### src/rtl/arw_pkg.sv
package arw_pkg;
    localparam int WORD_W   = 32;
    localparam int LBL_W    = 8;
    localparam int LBL_N    = 16;
    localparam int LBL_AW   = $clog2(LBL_N);
    localparam int Q_DEPTH  = 4;
    localparam int B9_POS   = 8;
    localparam int B10_POS  = 9;

    typedef logic [WORD_W-1:0] word_t;
    typedef logic [LBL_W-1:0]  label_t;

    typedef struct packed {
        logic lbl_en;
        logic pair_en;
        logic b10;
        logic b9;
    } filt_ctl_t;

    typedef struct packed {
        logic   we;
        logic [LBL_AW-1:0] addr;
        label_t data;
    } tbl_wr_t;

    function automatic label_t label_of(input word_t w);
        return w[LBL_W-1:0];
    endfunction

    function automatic logic pair_ok(input word_t w, input filt_ctl_t c);
        return (!c.pair_en) || ((w[B10_POS] == c.b10) && (w[B9_POS] == c.b9));
    endfunction
endpackage

### src/rtl/arw_label_table.sv
module arw_label_table
    import arw_pkg::*;
#(
    parameter int N = LBL_N
) (
    input  logic    clk,
    input  logic    rst,
    input  tbl_wr_t wr,
    input  label_t  probe,
    output logic    hit
);
    label_t entry [N];
    logic [N-1:0] hit_vec;

    always_ff @(posedge clk) begin
        if (rst) begin
            for (int i = 0; i < N; i++) entry[i] <= '0;
        end else if (wr.we) begin
            entry[wr.addr] <= wr.data;
        end
    end

    for (genvar g = 0; g < N; g++) begin : g_cmp
        assign hit_vec[g] = (entry[g] == probe);
    end

    assign hit = |hit_vec;
endmodule

### src/rtl/arw_accept.sv
module arw_accept
    import arw_pkg::*;
(
    input  word_t     word,
    input  logic      stb,
    input  filt_ctl_t ctl,
    input  logic      lbl_hit,
    output logic      keep
);
    logic lbl_pass;
    logic bit_pass;

    always_comb begin
        lbl_pass = (!ctl.lbl_en) || lbl_hit;
        bit_pass = pair_ok(word, ctl);
        keep     = stb && lbl_pass && bit_pass;
    end
endmodule

### src/rtl/arw_word_fifo.sv
module arw_word_fifo
    import arw_pkg::*;
#(
    parameter int DEPTH = Q_DEPTH
) (
    input  logic  clk,
    input  logic  rst,
    input  logic  push,
    input  word_t din,
    input  logic  pop,
    output word_t dout,
    output logic  is_empty,
    output logic  is_full,
    output logic  ready
);
    localparam int PTR_W = $clog2(DEPTH);
    localparam int CNT_W = PTR_W + 1;
    localparam logic [CNT_W-1:0] FULL_CNT = CNT_W'(DEPTH);
    localparam logic [PTR_W-1:0] PTR_ONE  = PTR_W'(1);
    localparam logic [CNT_W-1:0] CNT_ONE  = CNT_W'(1);

    word_t            mem [DEPTH];
    logic [PTR_W-1:0] wr_ptr, rd_ptr;
    logic [CNT_W-1:0] count, cnt_nxt;
    word_t            dout_q;
    logic             ready_q;
    logic             do_pop, do_append, do_replace;

    assign is_empty = (count == '0);
    assign is_full  = (count == FULL_CNT);

    always_comb begin
        do_pop     = pop && !is_empty;
        do_append  = push && (!is_full || do_pop);
        do_replace = push && is_full && !do_pop;
        cnt_nxt    = count;
        if (do_append && !do_pop)      cnt_nxt = count + CNT_ONE;
        else if (do_pop && !do_append) cnt_nxt = count - CNT_ONE;
    end

    always_ff @(posedge clk) begin
        if (rst) begin
            for (int i = 0; i < DEPTH; i++) mem[i] <= '0;
            wr_ptr  <= '0;
            rd_ptr  <= '0;
            count   <= '0;
            dout_q  <= '0;
            ready_q <= 1'b0;
        end else begin
            if (do_pop) begin
                dout_q <= mem[rd_ptr];
                rd_ptr <= rd_ptr + PTR_ONE;
            end
            if (do_append) begin
                mem[wr_ptr] <= din;
                wr_ptr      <= wr_ptr + PTR_ONE;
            end else if (do_replace) begin
                mem[wr_ptr - PTR_ONE] <= din;
            end
            count   <= cnt_nxt;
            ready_q <= (cnt_nxt != '0);
        end
    end

    assign dout  = dout_q;
    assign ready = ready_q;


    push_clears_empty_chk: assert property (@(posedge clk) disable iff (rst)
        push |=> !is_empty && ready);

    idle_pop_stable_chk: assert property (@(posedge clk) disable iff (rst)
        (pop && is_empty && !push) |=> $stable(dout) && is_empty);

    last_pop_drains_chk: assert property (@(posedge clk) disable iff (rst)
        (pop && !push && count == CNT_ONE) |=> is_empty && !ready);

    full_swap_stays_full_chk: assert property (@(posedge clk) disable iff (rst)
        (is_full && push && pop) |=> is_full);

    full_replace_keeps_full_chk: assert property (@(posedge clk) disable iff (rst)
        (is_full && push && !pop) |=> is_full && $stable(rd_ptr));
endmodule

### src/rtl/arw_label_filter.sv
module arw_label_filter
    import arw_pkg::*;
(
    input  logic        clk,
    input  logic        rst,
    input  logic [31:0] word_in,
    input  logic        word_stb,
    input  logic        lbl_chk_en,
    input  logic        pair_chk_en,
    input  logic        want_b10,
    input  logic        want_b9,
    input  logic        tbl_we,
    input  logic [3:0]  tbl_addr,
    input  logic [7:0]  tbl_wdata,
    input  logic        pop,
    output logic [31:0] rd_word,
    output logic        empty,
    output logic        full,
    output logic        data_ready
);
    filt_ctl_t ctl;
    tbl_wr_t   twr;
    logic      lbl_hit;
    logic      keep;

    assign ctl = '{lbl_en: lbl_chk_en, pair_en: pair_chk_en,
                   b10: want_b10, b9: want_b9};
    assign twr = '{we: tbl_we, addr: tbl_addr, data: tbl_wdata};

    arw_label_table #(.N(LBL_N)) u_table (
        .clk   (clk),
        .rst   (rst),
        .wr    (twr),
        .probe (label_of(word_in)),
        .hit   (lbl_hit)
    );

    arw_accept u_accept (
        .word    (word_in),
        .stb     (word_stb),
        .ctl     (ctl),
        .lbl_hit (lbl_hit),
        .keep    (keep)
    );

    arw_word_fifo #(.DEPTH(Q_DEPTH)) u_fifo (
        .clk      (clk),
        .rst      (rst),
        .push     (keep),
        .din      (word_in),
        .pop      (pop),
        .dout     (rd_word),
        .is_empty (empty),
        .is_full  (full),
        .ready    (data_ready)
    );


    reject_no_change_chk: assert property (@(posedge clk) disable iff (rst)
        (word_stb && !keep && !pop) |=> $stable(empty) && $stable(full)
                                        && $stable(rd_word) && $stable(data_ready));

    pair_mismatch_drop_chk: assert property (@(posedge clk) disable iff (rst)
        (word_stb && pair_chk_en && (word_in[9] != want_b10) && empty && !pop)
            |=> empty);
endmodule

### config.mk
export PLATFORM = sky130hd
export DESIGN_NAME = arw_label_filter
export DESIGN_NICKNAME = d
export VERILOG_FILES = /design/src/rtl/arw_pkg.sv /design/src/rtl/arw_label_table.sv /design/src/rtl/arw_accept.sv /design/src/rtl/arw_word_fifo.sv /design/src/rtl/arw_label_filter.sv
export SDC_FILE = /design/constraint.sdc
export NUM_CORES = 1
export LEC_CHECK = 0
export ABC_AREA = 1
export BUFFER_PORTS_ARGS = -buffer_cell sky130_fd_sc_hd__buf_2
export CORE_MARGIN = 10
export CORE_UTILIZATION = 39
export CTS_BUF_LIST = sky130_fd_sc_hd__clkbuf_4 sky130_fd_sc_hd__clkbuf_8
export DETAILED_ROUTE_END_ITERATION = 7
export GPL_TIMING_DRIVEN = 0
export PLACE_DENSITY = 0.62
export SYNTH_ARGS = -nofsm -noshare
export SYNTH_HDL_FRONTEND = slang
export SYNTH_SLANG_ARGS = --single-unit
### constraint.sdc
create_clock -name clk -period 9.2 [get_ports clk]
set_clock_uncertainty 0.05 [all_clocks]
set_input_delay 0 -clock clk [delete_from_list [all_inputs] [get_ports clk]]
set_output_delay 0 -clock clk [all_outputs]
set_load 0.02 [all_outputs]
==> out/qor.yml <==
outcome:
  status: "completed"
timing:
  relSlewSlack_pct: 26.5
  setup_violations: 0
  rsz0062_at_grt: "no"
  hold_viol_final: 0
  fmax_mhz: 289
  tightest_slew_ns: 1.10
  fin_setup_tns_ns: 0
  final-max-slew-violation-count: 0
  period_share_pct: 37.6
  finalCriticalPeriod_ns: 3.46
clocking:
  cts.sinks: 296
  clock_latency_ns: 0.62
  cts_setup_buffers: 0
  path_clk_slew_ns: 0.06
  cts_buffers: 51
  clock_path_buffers: 3
  cts_tree: "yes"
  htree_levels: 2
  cts-root-buf: "clkbuf_8"
detailed_routing:
  drt_iter0_markers: 749
  met1_length_um: 15300
  drt-wirelength-per-cell_um: 17.7
  routed_wl_um: 37100
  wl_met2_um: 18100
  vias: 10100
  met3_length_um: 2630
  drt-pass1-iter-count: 5
  routed.top_layer: "met4"
  vias_per_cell: 4.84
  postRouteAntennaNets: 0
  drc: 0
critical_path:
  critPathMaxFanout: 32
  worst-endpoint-arrival_ns: 3.54
  critPathCaptureType: "register"
  path_class: "in -> reg"
  required_ns: 9.29
  cp-start-kind: "input port"
placed_design:
  placed_cells: 1958
  place_hpwl_um: 24000
  globalplace.congestion: 0.806
  port_buffers: 78
synthesis:
  synth_area_leaders: "edfxtp_1, nor2_1, nand2_1"
  yosys_warnings: 0
  syn_avg_cell_area_um2: 9.73
  syn_area_mm2: 0.0138
  synth-edff-count: 256
  ys_ff_latch: 296
  yosys.area.top_type: "edfxtp_1"
  netlist.area_leader.share_pct: 55.6
  syn-instance-count: 1421
  ys_seq_area_share_pct: 61.4
  yosys.cell_count.top_type: "nor2_1"
  synth_ff_type: "edfxtp_1"
  synth_nets: 1477
  synth.distinct_cells: 30
  synth_common_cells: "nor2_1, edfxtp_1, nand2_1, inv_1, o21ai_0"
  async_reset_ff_share_pct: 0
pwr:
  power_leakage_nw: 6.81
  power_density_mw_per_mm2: 224
  power_mw: 3.65
  peakVddDrop_mv: 0.163
finish:
  drive_gt1_share_pct: 14.3
  post-route-util_pct: 46.8
  syn2layout_area_growth_pct: 17.5
  fillers: 3266
  fin_nets: 1657
  final_cells: 2094
  antenna_cells: 0
global_routing:
  grt-ovfl-total: 0
  grt_start_max_net_pins: 33
  grt_antenna_before_repair: 0
  grt_pass1_vias: 10000
  grt.total_usage_pct: 16.7
  grt_pass1_wl_um: 56700
die:
  core_area_mm2: 0.0347
  die-width_um: 208
  io_pins: 88
  start_util_pct: 39.8
  fp.dieH_um: 208
  rows: 68
  die_area_mm2: 0.0434
flow_run:
  max-cap-violations: 0
min_path:
  hold_class: "in -> reg"
power by group:
group          leakage, nW  internal [mW]  switching, mW  total (mW)
Combinational         3.44          0.247          0.551       0.799
Sequential            2.88           1.64         0.0637        1.71
Clock                0.502          0.600          0.541        1.14
final cells by class:
type,count,area (um2),area share [%]
plain buffers,68,439,2.70
clock inverters,26,138,0.847
inverters,137,514,3.17
repair buffers,127,898,5.53
well taps,455,569,3.50
clock buffers,65,807,4.97
flip-flops and latches,296,8490,52.2
multi-input cells,920,4390,27.0
cell usage in the layout, fill, tap and decap left out, types with 2 or more instances in the layout:
master         count
o21ai_0           99
nand3_1            8
ha_1               3
xor2_1            22
clkbuf_1          36
nand4_1            9
dfxtp_1           40
clkbuf_8          51
nor2_2            29
edfxtp_1         256
inv_1            133
nand3_2            3
inv_2              4
o22ai_1           32
clkinv_2           8
clkbuf_4          14
buf_2             81
dlygate4sd3_1     45
clkinv_1          16
nand2_2            6
buf_4              8
nand2_1          232
xnor2_1           80
nor3_1             4
buf_6             16
nand2_4            2
buf_1              3
buf_8              5
nor2_1           384
logic make-up after synthesis:
logic type / count (synthesis) / share of synthesized area (%)
XOR/XNOR: 102 / 6.46
AND/OR/NAND/NOR: 681 / 19.7
buffers and inverters: 205 / 6.90
flip-flops: 296 / 61.4
AO/OA/AOI/OAI: 134 / 5.26
adder cells (fa/ha/maj): 3 / 0.272
state kept, by name (all words and copies together) (netlist names):
signal	count
u_fifo.mem	128
u_table.entry	128
u_fifo.rd_ptr	2
u_fifo.ready	1
u_fifo.count	3
u_fifo.dout	32
u_fifo.wr_ptr	2
critical path: stages:
cell and delay, ns:
dlygate4sd3_1 0.53, buf_2 0.14, xnor2_1 0.16, nand2_1 0.22
nand2_1 0.11, nand2_1 0.09, dlygate4sd3_1 0.60, o21bai_4 0.22
nor2_4 0.12, buf_6 0.19, nand3_2 0.10, nand2_4 0.12
inv_2 0.05, nand2_4 0.12, buf_6 0.21, nand2_2 0.54
final timing paths:
kind	cells after the start	from	end	slack, ns
hold reg to reg	1	u_fifo.wr_ptr[0]$_SDFFE_PP0P_	u_fifo.wr_ptr[0]$_SDFFE_PP0P_	0.48
setup / recovery	16	word_in[8]	u_fifo.mem[2][3]$_SDFFCE_PN0P_	5.74
hold / removal	4	tbl_addr[2]	u_table.entry[3][1]$_SDFFCE_PN0P_	0.03
setup reg to reg	16	u_table.entry[14][4]$_SDFFCE_PN0P_	u_fifo.mem[2][3]$_SDFFCE_PN0P_	5.90
what timing repair did:
item                                    CTS  global route
hold buffers                             45             0
resized for setup                         0             0
hold endpoints to repair                177             0
endpoints found under the setup margin    0             0
per-layer routing:
| metal | track usage (%) | vias up |
|---|---|---|
| met5 | 0 | - |
| met2 | 28.1 | 354 |
| met1 | 20.7 | 4760 |
| met4 | 6.85 | 0 |
| li1 | - | 4942 |
| met3 | 3.09 | 74 |
through the flow:
| step | worst slack [ns] | hold WS [ns] | instance area (um2) |
|---|---|---|---|
| 2_1_floorplan | 4.97 | 0.179 | 13800 |
| 3_3_place_gp | 2.63 | 0.296 | 14800 |
| 3_5_place_dp | 5.86 | 0.312 | 14900 |
| 4_1_cts | 5.69 | 0.000970 | 16200 |
| 5_1_grt | 5.52 | 0.0483 | 16200 |
| 6_report | 5.74 | 0.0331 | 16200 |
Note: power is estimated with default switching activity, not from simulation.
